$ cat config.mk
export PLATFORM = sky130hd
export DESIGN_NAME = pix_column
export DESIGN_NICKNAME = d
export VERILOG_FILES = /design/src/rtl/pix_pkg.sv /design/src/rtl/pix_cfg_stage.sv /design/src/rtl/pix_meas.sv /design/src/rtl/pix_cell.sv /design/src/rtl/pix_column.sv
export SDC_FILE = /design/constraint.sdc
export NUM_CORES = 1
export LEC_CHECK = 0
export ABC_CLOCK_PERIOD_IN_PS = 4000
export BUFFER_PORTS_ARGS = -buffer_cell sky130_fd_sc_hd__buf_2
export CAP_MARGIN = 10
export CORE_MARGIN = 1.5
export CORE_UTILIZATION = 40
export CTS_CLUSTER_DIAMETER = 200
export DETAILED_ROUTE_END_ITERATION = 6
export GPL_ROUTABILITY_DRIVEN = 0
export PLACE_DENSITY = 0.58
export RECOVER_POWER = 50
export SETUP_SLACK_MARGIN = 0.02
export SLEW_MARGIN = 0
export SYNTH_ARGS = -nofsm -noshare
export SYNTH_HDL_FRONTEND = slang
export SYNTH_SLANG_ARGS = --single-unit
$ cat constraint.sdc
create_clock -name clk -period 4 [get_ports clk]
set_clock_uncertainty 0.05 [all_clocks]
set_input_delay 0.2 -clock clk [delete_from_list [all_inputs] [get_ports clk]]
set_output_delay 0.2 -clock clk [all_outputs]
set_load 0.02 [all_outputs]
$ cat src/rtl/pix_pkg.sv
package pix_pkg;

    localparam int CNT_W  = 4;
    localparam int TUNE_W = 4;
    localparam int DATA_W = 2 * CNT_W;
    localparam int CFG_W  = TUNE_W + 2;

    typedef enum logic {
        MODE_TIME  = 1'b0,
        MODE_COUNT = 1'b1
    } acq_mode_e;

    typedef struct packed {
        logic              mask;
        logic              tpen;
        logic [TUNE_W-1:0] tune;
    } pix_cfg_t;

    typedef struct packed {
        logic [CNT_W-1:0] toa;
        logic [CNT_W-1:0] tot;
    } pix_data_t;

    function automatic logic [CNT_W-1:0] sat_inc(input logic [CNT_W-1:0] v);
        return (v == {CNT_W{1'b1}}) ? v : v + 1'b1;
    endfunction

    function automatic logic [DATA_W-1:0] sat_inc_word(input logic [DATA_W-1:0] v);
        return (v == {DATA_W{1'b1}}) ? v : v + 1'b1;
    endfunction

endpackage

$ cat src/rtl/pix_cfg_stage.sv
module pix_cfg_stage
    import pix_pkg::*;
(
    input  logic     clk,
    input  logic     rst,
    input  logic     shift_i,
    input  logic     sin_i,
    output pix_cfg_t cfg_o,
    output logic     sout_o
);

    pix_cfg_t cfg_q;

    always_ff @(posedge clk) begin
        if (rst) begin
            cfg_q <= '0;
        end else if (shift_i) begin
            cfg_q <= {cfg_q[CFG_W-2:0], sin_i};
        end
    end

    assign cfg_o  = cfg_q;
    assign sout_o = cfg_q[CFG_W-1];

    // configuration word holds when the chain is not shifting
    p_cfg_hold_r2: assert property (@(posedge clk) disable iff (rst)
        !shift_i |=> $stable(cfg_q));

    // a shift takes in the serial bit at the bottom
    p_cfg_take_r2: assert property (@(posedge clk) disable iff (rst)
        shift_i |=> (cfg_q[0] == $past(sin_i)));

endmodule

$ cat src/rtl/pix_meas.sv
module pix_meas
    import pix_pkg::*;
(
    input  logic      clk,
    input  logic      rst,
    input  acq_mode_e mode_i,
    input  logic      open_i,
    input  logic      armed_i,
    input  logic      shift_i,
    input  logic      sin_i,
    input  logic      level_i,
    input  logic      mask_i,
    output pix_data_t data_o,
    output logic      hit_o,
    output logic      sout_o
);

    pix_data_t data_q;
    logic      hit_q;
    logic      run_q;
    logic      lvl_prev_q;
    logic      rise;

    assign rise = level_i & ~lvl_prev_q & armed_i & ~mask_i;

    always_ff @(posedge clk) begin
        if (rst) begin
            lvl_prev_q <= 1'b0;
        end else begin
            lvl_prev_q <= level_i;
        end
    end

    always_ff @(posedge clk) begin
        if (rst) begin
            data_q <= '0;
            hit_q  <= 1'b0;
            run_q  <= 1'b0;
        end else if (open_i) begin
            data_q <= '0;
            hit_q  <= 1'b0;
            run_q  <= 1'b0;
        end else if (armed_i) begin
            if (mode_i == MODE_COUNT) begin
                if (rise) begin
                    data_q <= sat_inc_word(data_q);
                    hit_q  <= 1'b1;
                end
            end else if (hit_q) begin
                data_q.toa <= sat_inc(data_q.toa);
                if (run_q) begin
                    if (level_i) begin
                        data_q.tot <= sat_inc(data_q.tot);
                    end else begin
                        run_q <= 1'b0;
                    end
                end
            end else if (rise) begin
                hit_q <= 1'b1;
                run_q <= 1'b1;
            end
        end else if (shift_i) begin
            data_q <= {data_q[DATA_W-2:0], sin_i};
        end
    end

    assign data_o = data_q;
    assign hit_o  = hit_q;
    assign sout_o = data_q[DATA_W-1];

    // a saturated arrival field stays saturated while acquiring in timing mode
    p_toa_sat_r4: assert property (@(posedge clk) disable iff (rst)
        (armed_i && mode_i == MODE_TIME && data_q.toa == {CNT_W{1'b1}})
        |=> (data_q.toa == {CNT_W{1'b1}}));

    // a masked pixel never raises its flag
    p_mask_no_hit_r8: assert property (@(posedge clk) disable iff (rst)
        (mask_i && !hit_q) |=> !hit_q);

    // a raised flag survives until the next opening
    p_hit_hold_r11: assert property (@(posedge clk) disable iff (rst)
        (hit_q && !open_i) |=> hit_q);

    // data holds when neither acquiring nor shifting
    p_data_hold_r10: assert property (@(posedge clk) disable iff (rst)
        (!armed_i && !open_i && !shift_i) |=> $stable(data_q));

    // a readout shift takes in the serial bit at the bottom
    p_rd_take_r10: assert property (@(posedge clk) disable iff (rst)
        (shift_i && !armed_i && !open_i) |=> (data_q[0] == $past(sin_i)));

endmodule

$ cat src/rtl/pix_cell.sv
module pix_cell
    import pix_pkg::*;
(
    input  logic              clk,
    input  logic              rst,
    input  acq_mode_e         mode_i,
    input  logic              open_i,
    input  logic              armed_i,
    input  logic              rd_shift_i,
    input  logic              rd_sin_i,
    output logic              rd_sout_o,
    input  logic              cfg_shift_i,
    input  logic              cfg_sin_i,
    output logic              cfg_sout_o,
    input  logic              disc_i,
    input  logic              tp_pulse_i,
    output logic              hit_o,
    output logic [TUNE_W-1:0] tune_o
);

    pix_cfg_t  cfg;
    pix_data_t data;
    logic      level;

    pix_cfg_stage u_cfg (
        .clk     (clk),
        .rst     (rst),
        .shift_i (cfg_shift_i),
        .sin_i   (cfg_sin_i),
        .cfg_o   (cfg),
        .sout_o  (cfg_sout_o)
    );

    assign level = cfg.tpen ? tp_pulse_i : disc_i;

    pix_meas u_meas (
        .clk     (clk),
        .rst     (rst),
        .mode_i  (mode_i),
        .open_i  (open_i),
        .armed_i (armed_i),
        .shift_i (rd_shift_i),
        .sin_i   (rd_sin_i),
        .level_i (level),
        .mask_i  (cfg.mask),
        .data_o  (data),
        .hit_o   (hit_o),
        .sout_o  (rd_sout_o)
    );

    assign tune_o = cfg.tune;

endmodule

$ cat src/rtl/pix_column.sv
module pix_column
    import pix_pkg::*;
#(
    parameter int NPIX = 4
) (
    input  logic                   clk,
    input  logic                   rst,
    input  logic                   shutter_i,
    input  logic                   mode_i,
    input  logic                   tp_pulse_i,
    input  logic [NPIX-1:0]        disc_i,
    input  logic                   cfg_shift_i,
    input  logic                   cfg_sin_i,
    output logic                   cfg_sout_o,
    output logic [NPIX*TUNE_W-1:0] tune_o,
    input  logic                   rd_shift_i,
    input  logic                   rd_sin_i,
    output logic                   rd_sout_o,
    output logic [NPIX-1:0]        hit_o
);

    logic      shut_q;
    logic      open_w;
    logic      armed_w;
    logic      rd_ok;
    acq_mode_e mode;
    logic [NPIX:0] cfg_link;
    logic [NPIX:0] rd_link;

    always_ff @(posedge clk) begin
        if (rst) begin
            shut_q <= 1'b0;
        end else begin
            shut_q <= shutter_i;
        end
    end

    assign open_w  = shutter_i & ~shut_q;
    assign armed_w = shutter_i & shut_q;
    assign rd_ok   = rd_shift_i & ~shutter_i;
    assign mode    = acq_mode_e'(mode_i);

    assign cfg_link[0] = cfg_sin_i;
    assign rd_link[0]  = rd_sin_i;

    for (genvar k = 0; k < NPIX; k++) begin : g_pix
        pix_cell u_cell (
            .clk         (clk),
            .rst         (rst),
            .mode_i      (mode),
            .open_i      (open_w),
            .armed_i     (armed_w),
            .rd_shift_i  (rd_ok),
            .rd_sin_i    (rd_link[k]),
            .rd_sout_o   (rd_link[k+1]),
            .cfg_shift_i (cfg_shift_i),
            .cfg_sin_i   (cfg_link[k]),
            .cfg_sout_o  (cfg_link[k+1]),
            .disc_i      (disc_i[k]),
            .tp_pulse_i  (tp_pulse_i),
            .hit_o       (hit_o[k]),
            .tune_o      (tune_o[k*TUNE_W +: TUNE_W])
        );
    end

    assign cfg_sout_o = cfg_link[NPIX];
    assign rd_sout_o  = rd_link[NPIX];

    // an opening edge leaves every flag cleared
    p_open_clear_r3: assert property (@(posedge clk) disable iff (rst)
        (shutter_i && !shut_q) |=> (hit_o == '0));

    // reset clears the flags and serial outputs
    p_reset_state_r1: assert property (@(posedge clk)
        rst |=> (hit_o == '0 && rd_sout_o == 1'b0 && cfg_sout_o == 1'b0));

endmodule

**Word-level counts from Yosys, hierarchy flattened**

Index checks and enable logic that the tools add are counted.

- Word-level logic and storage cells: 209
- Flip-flop bits (word level): 69
- Output and inout bits: 22

- Bitwise operators: 26
- Add/sub/neg operators: 12
- Mux-type cells: 72
- Reduce and logical (&&, ||, !) cells: 22
- Equal/unequal tests: 44

Operators by type and width:

| operator | number |
|---|---|
| 2-to-1 mux 8 bit | 24 |
| 2-to-1 mux 4 bit | 16 |
| != test 3 x 2 -> 1 bit, second input constant | 16 |
| != test 3 bit, second input constant | 12 |
| adder 4 x 1 -> 4 bit, second input constant | 8 |
| adder 8 x 1 -> 8 bit, second input constant | 4 |
| equality test 4 bit, second input constant | 8 |
| equality test 8 bit, second input constant | 4 |
| 2-to-1 mux 1 bit | 32 |
| AND reduction 7 bit | 4 |
| AND reduction 5 bit | 4 |
| AND 1 bit | 15 |
| AND reduction 3 bit | 4 |
| NOT 1 bit | 11 |
| nonzero test 2 bit | 5 |
| != test 2 x 1 -> 1 bit, second input constant | 4 |
| AND reduction 2 bit | 4 |
| OR reduction 2 bit | 1 |

**Logic depth before layout (Yosys ltp)**

Gate-level depths: netlist (run 1).

- Word-level depth: 7
- Gate-level depth with buffers: 9
- Mapped depth without buffers: 6

**Modules after synthesis**

A second synthesis (run 1) with hierarchy kept.

- Cells, all modules: 467
- Area total of the unflattened synthesis: 4112.7 um2

By module, submodules not included:

| module | area each (um2) | cells an instance | instances | sequential area each (um2) |
|---|---|---|---|---|
| pix_meas at g_pix[0].u_cell.u_meas ... | 805.8 | 98 | 3 | 220.2 |
| pix_cfg_stage | 221.5 | 20 | 4 | 120.1 |
| pix_meas at g_pix[3].u_cell.u_meas | 699.4 | 84 | 1 | 220.2 |
| pix_cell | 15.0 | 1 | 4 | 0.0 |
| pix_column | 50.0 | 5 | 1 | 20.0 |

**Least setup slack after synthesis (run 1)**

OpenSTA, ideal clock, no wires.

- Path kind: register -> register
- Start: register g_pix[0].u_cell.u_meas.data_q (netlist bit g_pix[0].u_cell.u_meas.data_o[0])
- End: register g_pix[0].u_cell.u_meas.data_q (netlist bit g_pix[0].u_cell.u_meas.data_o[0])
- Buffers on the path: 0
- Arrival time: 1.649 ns
- Required time: 3.818 ns
- Stages on the path, launching flop included: 7
- Library setup time: 0.132 ns
- Setup slack: 2.169 ns
- Cell sequence: dfxtp_1 -> ha_1 -> and3_1 -> a2111oi_4 -> o211a_4 -> mux2i_1 -> a21oi_1

- Word-level cells in the longest chain between the ends: 7

RTL lines:

| item | RTL line | RTL |
|---|---|---|
| from (decl) | pix_meas.sv:18 | `pix_data_t data_q;` |
| from (signal assigned) | pix_meas.sv:46 | `data_q <= sat_inc_word(data_q);` |
| from (signal assigned) | pix_meas.sv:63 | `data_q <= {data_q[DATA_W-2:0], sin_i};` |
| adder 4 x 1 -> 4 bit | pix_pkg.sv:25 | `return (v == {CNT_W{1'b1}}) ? v : v + 1'b1;` |
| 2-to-1 mux 4 bit | pix_pkg.sv:25 |  |
| 2-to-1 mux 4 bit | pix_meas.sv:52 | `if (level_i) begin` |
| 2-to-1 mux 4 bit | pix_meas.sv:51 | `if (run_q) begin` |
| 2-to-1 mux 8 bit | pix_meas.sv:49 | `end else if (hit_q) begin` |
| 2-to-1 mux 8 bit | pix_meas.sv:44 | `if (mode_i == MODE_COUNT) begin` |
| 2-to-1 mux 8 bit | pix_meas.sv:43 | `end else if (armed_i) begin` |

Parallel ways exist; a longest one is shown, timed or not. The select of a mux whose other input is x is not followed.
A chain may end at the register's enable or synchronous reset.

**Final worst setup path (run 1)**

- Start: register shut_q
- End: register g_pix[3].u_cell.u_meas.data_q (netlist bit g_pix[3].u_cell.u_meas.data_o[2])

- Word-level cells in the longest chain between the ends: 5

RTL lines:

| item | RTL line | RTL |
|---|---|---|
| from (decl) | pix_column.sv:22 | `logic shut_q;` |
| from (signal assigned) | pix_column.sv:34 | `shut_q <= shutter_i;` |
| AND 1 bit | pix_column.sv:39 | `assign armed_w = shutter_i & shut_q;` |
| AND 1 bit (2 in series) | pix_meas.sv:24 | `assign rise = level_i & ~lvl_prev_q & armed_i & ~mask_i;` |
| != test 3 x 2 -> 1 bit (no source line) | -- |  |
| AND reduction 7 bit (no source line) | -- |  |
| to (signal assigned) | pix_meas.sv:46 |  |
| to (signal assigned) | pix_meas.sv:63 |  |
| to (decl) | pix_meas.sv:18 |  |

Parallel ways exist; a longest one is shown, timed or not.

==> results.md, run 1 <==
- Status: finished, final reports clean
- Footprint of the multi-input gates: 2190 µm²
- CTS tree: built
- Clock share of power: 43.8%
- Synth top area share: 35.5%
- Synth Area in Adders: 2.57%
- Clock slew at reported path FFs: 90 ps
- Largest family of logic cells by synthesized area: compound AO/OA/AOI/OAI gates
- # IOs: 35
- Hold-fix buffer count after cts: 0
- Die area: 10300 µm²
- Gr usage total: 18.0%
- Clock Tree Buf Depth: 2
- Yosys warnings: 0
- Leakage: 0.00150 µW
- Max IR drop VDD: 0.000138 V
- Vias per cell: 5.48
- Final ANT Viol Nets: 0
- Syn_nets: 487
- Largest net degree at the start of global routing: 40
- Area Overhead vs Synth: 7.14%
- Seq/Total Area, Yosys: 35.5%
- Post_cts resized: 0
- Vias post-DR: 3317
- Seq. cell area: 1380 µm²
- 1st-pass router iterations: 4
- Switching power share of the total: 26.7%
- Initial antenna violation count: 0
- Number of synthesized register bits: 69
- Highest clock rate: 436 MHz
- Post-Route WL: 8960 µm
- Max_cap viols: 0
- WP data required: 4180 ps
- Syn Area/Cell: 8.35 µm²
- Count of pins over their slew limit: 0
- Rows: 35
- CP max stage cell: nand2_2
- Final hold violation count: 0
- Final TNS setup: 0 ps
- XOR/XNOR Fraction of Synth Area: 0%
- Hold crit path type: in -> reg
- Placed cell areas: 3960 µm²
- CTS sink cnt: 69
- Initial DRC Count: 144
- Critical path arrival: 2480 ps
- Core area: 9330 µm²
- Yosys top cell by area: dfxtp_1
- Post-route cell area: 4170 µm²
- Worst skew pair latency: 350 ps
- Count leader, synth: dfxtp_1
- Slew HR: 13.4%
- H-tree levels: 3
- Dpl hpwl: 6160 µm
- Nets: 492
- Post-route clock period utilization: 57.4%
- Die Wd: 102 µm
- PortBufs: 34
- Power density over the cells: 361 nW/µm²
- Most used flip-flop cell after synthesis: dfxtp_1
- CP cell instances: nand2_2, o21a_1, nor2_1, nor4b_4, a311oi_1
- Min Tclk post-route: 2290 ps
- Critical Path Source Type: flip-flop
- Mux contribution to synthesized area: 8.97%
- Largest cells by area after synthesis: dfxtp_1, mux2i_1, a21oi_1
- Part of the power in registers: 47.2%
- Fillcell total: 960
- Hold_ws: 28.3 ps
- Compound-Gate Fraction of Synth Area: 25.6%
- Top cells by count, synth: dfxtp_1, nor2_1, a21oi_1
- DRC: 0
- Total CTS buffers: 9
- Crit. End Element: flip-flop
- Cell Area, Synth: 3890 µm²
- Setup violators final: 0
- # Post-CTS Setup Buffers: 0
- Global route overflow: 0
- Share of layout cells above drive strength 1: 12.6%
- RSZ-0062 raised after global routing: no
- Worst-margin pin slew: 1300 ps
- Crit path kind: reg -> reg
- Number of enable flip-flop cells after synthesis: 0
- Comb pwr share: 9.0%
- Post-Syn Instances: 466
- First-pass GRT wire length: 14500 µm
- Critical-path maximum fanout: 39
- Ant diodes: 0
- Die Ht: 102 µm
- CP peak stage delay: 460 ps
- Internal: 1100 µW
- Vias in the first global route: 2963
- Psw: 401 µW
- WL/cell: 14.8 µm
- Synth Area in Simple Gates: 19.1%
- Initial Util: 41.7%
- Fraction of registers with async set/reset: 0%
- Cell variety after synth: 64
- Clock root cell: clkbuf_8
-- area by class of cell --
| class | instances | area share [%] |
|---|---|---|
| clock buffers | 9 | 2.97 |
| clock inverters | 7 | 2.46 |
| inverters | 11 | 0.990 |
| multi-input cells | 343 | 52.5 |
| flip-flops and latches | 69 | 33.1 |
| well taps | 129 | 3.87 |
| repair buffers | 37 | 4.11 |
-- metrics by stage --
step                      setup slack, ps  total power, µW  instances  utilization, %
after global routing                 1470             1570        605            44.7
after floorplan                      2170              831        466               -
after global placement               1830              858        589            42.5
after detailed placement             1700              861        589            42.5
final                                1710             1500        605            44.7
after CTS                            1690             1520        605            44.9
-- cells in the final DEF, fill, tap and decap left out, drive strengths merged, types with 3 or more instances in the layout --
cell     synthesis  final
inv             11     14
a21oi           52     52
mux2             4      4
a32oi            3      3
a21o             6      6
dfxtp           69     69
a2111oi          5      5
a22oi            8      8
ha               8      8
a311oi           3      3
nor3             7      7
a211oi           3      3
buf             33     20
nand2           28     28
nand4            4      4
a31oi            4      4
o22ai            3      3
o21ai           38     38
or2             10     10
mux2i           30     30
nand3           14     14
o31ai            6      6
nor2            65     65
clkbuf           9     26
and3             3      3
and2             5      5
nor3b            5      5
-- routing by layer --
metal  vias up  track usage [%]  wire [µm]  part of all wire [%]
li1       1679                -          -                     -
met1      1577             23.2       4300                    48
met2        49             29.0       4160                    46
met3        12             4.00        332                   3.7
met4         0             7.91        166                   1.9
met5         -                0          0                     0
-- worst max-delay path: cells and delay by family (launching register included) --
family	cells	cell delay, ps
AO/OA/AOI/OAI	2	510
flip-flops	1	450
AND/OR/NAND/NOR	3	1160
-- flip-flops by register name, summed over array words and instances (netlist names) --
name / flops
g_pix.u_cell.u_meas.data_o: 32
g_pix.u_cell.u_meas.hit_o: 4
g_pix.u_cell.u_meas.run_q: 4
g_pix.u_cell.u_cfg.cfg_o: 20
g_pix.u_cell.u_meas.lvl_prev_q: 4
shut_q: 1
g_pix.u_cell.u_cfg.sout_o: 4
-- power by group through the flow --
stage / combinational (µW) / sequential [µW] / clock, µW
2_1_floorplan: 109 / 722 / 0
3_3_place_gp: 133 / 725 / 0
3_5_place_dp: 136 / 725 / 0
4_1_cts: 137 / 709 / 673
5_1_grt: 150 / 712 / 707
6_report: 135 / 709 / 659
-- cell families after synthesis --
| logic type | Yosys count |
|---|---|
| AOI/OAI and AO/OA | 149 |
| adders and majority gates | 8 |
| buffers and inverters | 54 |
| DFF | 69 |
| muxes | 34 |
| and+or+nand+nor | 152 |
-- path summary, 6_finish.rpt --
path	startpoint	cells after the start	slack [ps]	to
min	cfg_sin_i	3	30	g_pix[0].u_cell.u_cfg.cfg_o[0]
max reg2reg	shut_q	5	1710	g_pix[3].u_cell.u_meas.data_o[2]
min reg2reg	g_pix[2].u_cell.u_meas.data_o[6]	2	430	g_pix[2].u_cell.u_meas.data_o[7]
max	shut_q	5	1710	g_pix[3].u_cell.u_meas.data_o[2]
(Power assumes the default switching activity.)
==> run 2, diff against run 1 <==
--- a/config.mk
+++ b/config.mk
@@ -5,7 +5,7 @@
 export SDC_FILE = /design/constraint.sdc
 export NUM_CORES = 1
 export LEC_CHECK = 0
-export ABC_CLOCK_PERIOD_IN_PS = 4000
+export ABC_CLOCK_PERIOD_IN_PS = 2150
 export BUFFER_PORTS_ARGS = -buffer_cell sky130_fd_sc_hd__buf_2
 export CAP_MARGIN = 10
 export CORE_MARGIN = 1.5
==> constraint.sdc (replaced) <==
create_clock -name clk -period 2.15 [get_ports clk]
set_clock_uncertainty 0.05 [all_clocks]
set_input_delay 0.1075 -clock clk [delete_from_list [all_inputs] [get_ports clk]]
set_output_delay 0.1075 -clock clk [all_outputs]
set_load 0.02 [all_outputs]
==> results.md, run 2 (same netlist as run 1, synthesis figures left out) <==
- Total CTS buffers: 9
- R2R cell count: 6
- Power density over the cells: 618 nW/µm²
- Final hold violation count: 0
- Setup violators final: 0
- 1st-pass router iterations: 4
- Die area: 10300 µm²
- First-pass GRT wire length: 14900 µm
- CP cell instances: ha_1, nand3_1, a2111oi_1, a211o_1, o22a_1, o22ai_1
- Seq. cell area: 1380 µm²
- # IOs: 35
- CP max stage cell: dfxtp_1
- Ant diodes: 0
- Initial Util: 41.7%
- Critical-path maximum fanout: 8
- Area Overhead vs Synth: 9.71%
- Worst slack at placement: 178 ps
- Placed cell areas: 4050 µm²
- Final ANT Viol Nets: 0
- Global route overflow: 0
- Post-Place Cells: 601
- Status: finished, final reports clean
- PortBufs: 34
- Worst hold stages: 2
- CTS tree: built
- Worst-margin pin slew: 1260 ps
- Fillcell total: 972
- Max IR drop VDD: 0.000257 V
- Count of pins over their slew limit: 0
- Highest-count cells in the layout ignoring fill and taps: dfxtp_1, nor2_1, a21oi_1, o21ai_0, mux2i_1
- Final TNS setup: 0 ps
- Nets: 509
- Core area: 9330 µm²
- Die Wd: 102 µm
- # Post-CTS Setup Buffers: 0
- H-tree levels: 3
- Die Ht: 102 µm
- Highest clock rate: 514 MHz
- Vias in the first global route: 3193
- Crit path kind: reg -> reg
- Hold crit path type: in -> reg
- Crit. End Element: flip-flop
- Commonest non-fill, non-tap cell in the layout: dfxtp_1
- Post-Route WL: 9000 µm
- Crit path buf inv count: 0
- Max FFs per register: 32
- Share of layout cells above drive strength 1: 14.2%
- Final non-filler cell total: 622
- Post-route cell area: 4270 µm²
- Number of cells on the critical path: 6
- Footprint of the multi-input gates: 2190 µm²
- Initial antenna violation count: 0
- Critical Path Source Type: flip-flop
- WL/cell: 14.5 µm
- Max_cap viols: 0
- Dpl hpwl: 6300 µm
- Min Tclk post-route: 1950 ps
- Critical path arrival: 2120 ps
- Gr usage total: 18.3%
- Worst skew pair latency: 360 ps
- Slew HR: 15.9%
- Worst Setup Slack, final: 204 ps
- CP peak stage delay: 450 ps
- Vias per cell: 5.45
- Clock slew at reported path FFs: 80 ps
- Rows: 35
- Clock Tree Buf Depth: 2
- Final Core Density: 45.8%
- Post-route clock period utilization: 90.5%
- RSZ-0062 raised after global routing: no
- DRC: 0
- Vias post-DR: 3391
- Largest net degree at the start of global routing: 35
- Cell family with the largest share of critical-path delay: compound AO/OA/AOI/OAI gates
- CTS sink cnt: 69
- WP data required: 2330 ps
- Initial DRC Count: 177
- Clock root cell: clkbuf_8
- Leakage: 0.00156 µW
## run 2: cell types whose count changed in the layout (fill, tap and decap cells not counted), sizes merged
| cell | previous run | this run |
|---|---|---|
| buf | 20 | 30 |
| inv | 14 | 16 |
| dlygate4sd3 | 0 | 5 |
| bufinv | 2 | 0 |
| clkbuf | 26 | 28 |
## run 2: metrics by stage
stage / total power [µW] / hold slack, ps
global route: 2760 / 56.1
detailed placement: 1620 / 313
CTS: 2670 / 43.3
finish: 2640 / 50.5
global placement: 1610 / 293
floorplan: 1550 / 205
## run 2: per-layer routing
layer,wire length [µm],GRT usage (%),vias to the layer above
met2,4360,32.3,66
met3,348,3.80,8
met4,92,5.13,0
met1,4200,22.5,1604
met5,0,0,-
li1,-,-,1713
## run 2: cell type report
class / instances / share of cell area, %
clock inverter: 7 / 1.52
timing repair buffer: 54 / 7.18
multi-input combinational: 343 / 51.3
inverter: 11 / 0.967
clock buffer: 9 / 2.90
tap: 129 / 3.78
sequential: 69 / 32.4
## run 2: path summary, 6_finish.rpt
path | start | to | slack (ps)
setup / recovery | g_pix[2].u_cell.u_meas.data_o[0] | g_pix[2].u_cell.u_meas.data_o[7] | 200
hold / removal | shutter_i | shut_q | 50
setup reg to reg | g_pix[2].u_cell.u_meas.data_o[0] | g_pix[2].u_cell.u_meas.data_o[7] | 200
hold reg to reg | g_pix[2].u_cell.u_meas.data_o[6] | g_pix[2].u_cell.u_meas.data_o[7] | 450
## run 2: worst register-to-register path: cells and delay by family, from the launching register on
| kind | cells | cell delay (ps) |
|---|---|---|
| AOI/OAI and AO/OA | 4 | 940 |
| and+or+nand+nor | 1 | 150 |
| DFF | 1 | 450 |
| adders and majority gates | 1 | 220 |
## run 2: report_power, final
part | internal, µW | switching, µW | leakage (µW) | total [µW]
Combinational | 105 | 167 | 0.000905 | 272
Sequential | 1300 | 22.8 | 0.000558 | 1320
Clock | 449 | 600 | 0.0000947 | 1050
## run 2: what timing repair did
item / in CTS / in global routing
setup endpoints to repair: 0 / 7
gates resized for setup: 0 / 2
hold buffers: 5 / 0
hold endpoints to repair: 5 / 0
==> run 3, diff against run 2 <==
--- a/config.mk
+++ b/config.mk
@@ -14,7 +14,7 @@
 export DETAILED_ROUTE_END_ITERATION = 6
 export GPL_ROUTABILITY_DRIVEN = 0
 export PLACE_DENSITY = 0.58
-export RECOVER_POWER = 50
+export RECOVER_POWER = 25
 export SETUP_SLACK_MARGIN = 0.02
 export SLEW_MARGIN = 0
 export SYNTH_ARGS = -nofsm -noshare
==> constraint.sdc (replaced) <==
create_clock -name clk -period 2.15 [get_ports clk]
set_clock_uncertainty 0.05 [all_clocks]
set_input_delay 0.43 -clock clk [delete_from_list [all_inputs] [get_ports clk]]
set_output_delay 0.43 -clock clk [all_outputs]
set_load 0.02 [all_outputs]
==> results.md, run 3 (same netlist as run 1, synthesis figures left out) <==
- WP data required: 2330 ps
- Max FFs per register: 32
- CP max stage cell: a2111oi_4
- Critical path origin: g_pix[0].u_cell.u_meas.data_o[4]
- Critical-path maximum fanout: 6
- Leakage: 0.00164 µW
- Hold crit path type: in -> reg
- Share of layout cells above drive strength 1: 19.5%
- Power density over the cells: 623 nW/µm²
- Hold-fix buffer count after cts: 0
- Max IR drop VDD: 0.000321 V
- Worst-margin pin slew: 764 ps
- Highest clock rate: 504 MHz
- Final TNS setup: 0 ps
- Post-route cell area: 4300 µm²
- Post-Route WL: 9000 µm
- Die Wd: 102 µm
- CTS tree: built
- Placed cell areas: 4080 µm²
- Initial DRC Count: 131
- Global route overflow: 0
- RSZ-0062 raised after global routing: yes
- DRC: 0
- Core area: 9330 µm²
- Vias post-DR: 3408
- Hold Crit Start: cfg_sin_i
- Final ANT Viol Nets: 0
- Critical Path Source Type: flip-flop
- Vias in the first global route: 3204
- Slew HR: 49.1%
- CP peak stage delay: 450 ps
- First-pass GRT wire length: 15300 µm
- Pwr Total: 2680 µW
- Initial Util: 41.7%
- WL/cell: 14.5 µm
- Nets: 509
- Gr usage total: 18.6%
- Worst hold stages: 3
- Highest-count cells in the layout ignoring fill and taps: dfxtp_1, nor2_1, a21oi_1, o21ai_0, buf_2
- Count of pins over their slew limit: 0
- Total CTS buffers: 9
- # IOs: 35
- Final Core Density: 46.1%
- Die Ht: 102 µm
- PortBufs: 34
- Crit path kind: reg -> reg
- CP cell instances: ha_1, and3_2, a2111oi_4, o211a_4, mux2i_1, a21oi_1
- Vias per cell: 5.48
- Worst r2r src: g_pix[0].u_cell.u_meas.data_o[4]
- Clock root cell: clkbuf_8
- Max_cap viols: 0
- Rows: 35
- Post-route clock period utilization: 92.3%
- Status: finished, final reports clean
- Clock Tree Buf Depth: 2
- R2R cell count: 6
- 1st-pass router iterations: 5
- Initial antenna violation count: 0
- Min Tclk post-route: 1980 ps
- Commonest non-fill, non-tap cell in the layout: dfxtp_1
- Dpl hpwl: 6470 µm
- Setup violators final: 0
- Final hold violation count: 0
- Hold_ws: 282 ps
- CTS sink cnt: 69
- Ant diodes: 0
- Area Overhead vs Synth: 10.5%
- Clock slew at reported path FFs: 80 ps
- H-tree levels: 3
- Critical path arrival: 2160 ps
- Worst skew pair latency: 340 ps
- Largest net degree at the start of global routing: 26
- Crit. End Element: flip-flop
- Die area: 10300 µm²
run 3: changes by cell type in the layout (fill, tap and decap cells not counted), moves of 2 or more:
cell,before,now
clkbuf_1,19,1
buf_2,16,33
buf_4,14,19
dlygate4sd3_1,5,0
inv_8,2,0
run 3: critical path: cells and delay by family (launching register included):
family          cells  cell delay, ps
flops               1             350
mux                 1             200
compound gates      3             800
simple gates        1             260
fa+ha+maj           1             230
run 3: per-layer routing:
| metal | share of wire [%] | GRT usage [%] | vias to the layer above |
|---|---|---|---|
| met5 | 0 | 0 | - |
| met4 | 0.47 | 4.81 | 0 |
| met3 | 3.7 | 4.14 | 4 |
| met2 | 48 | 30.3 | 66 |
| met1 | 48 | 24.9 | 1620 |
| li1 | - | - | 1718 |
run 3: report_power, final:
part	switching [µW]	total, µW	leakage [µW]	internal, µW
sequential	21.6	1320	0.000559	1300
clock	532	1080	0.0000968	550
combinational	170	278	0.000985	108
run 3: worst paths after layout:
kind              slack (ps)                          endpoint
hold reg to reg          460  g_pix[2].u_cell.u_meas.data_o[7]
setup reg to reg         170  g_pix[0].u_cell.u_meas.data_o[0]
setup / recovery         170  g_pix[0].u_cell.u_meas.data_o[0]
hold / removal           280    g_pix[0].u_cell.u_cfg.cfg_o[0]
run 3: timing repair:
item	4_1_cts	5_1_grt
setup endpoints to repair	0	6
gates resized for setup	0	4
buffers inserted	0	2
run 3: layout make-up:
class | instances | area, µm²
Inverter | 11 | 41.3
Fill cell | 980 | 5030
Clock buffer | 9 | 124
Timing Repair Buffer | 54 | 317
Tap cell | 129 | 161
Clock inverter | 7 | 80.1
Multi-Input combinational cell | 343 | 2190
Sequential cell | 69 | 1380
run 3: metrics by stage:
stage / worst slack [ps] / std cells
finish: 167 / 622
floorplan: 319 / 466
global route: 16.8 / 622
CTS: 152 / 620
global placement: 166 / 604
detailed placement: 147 / 604
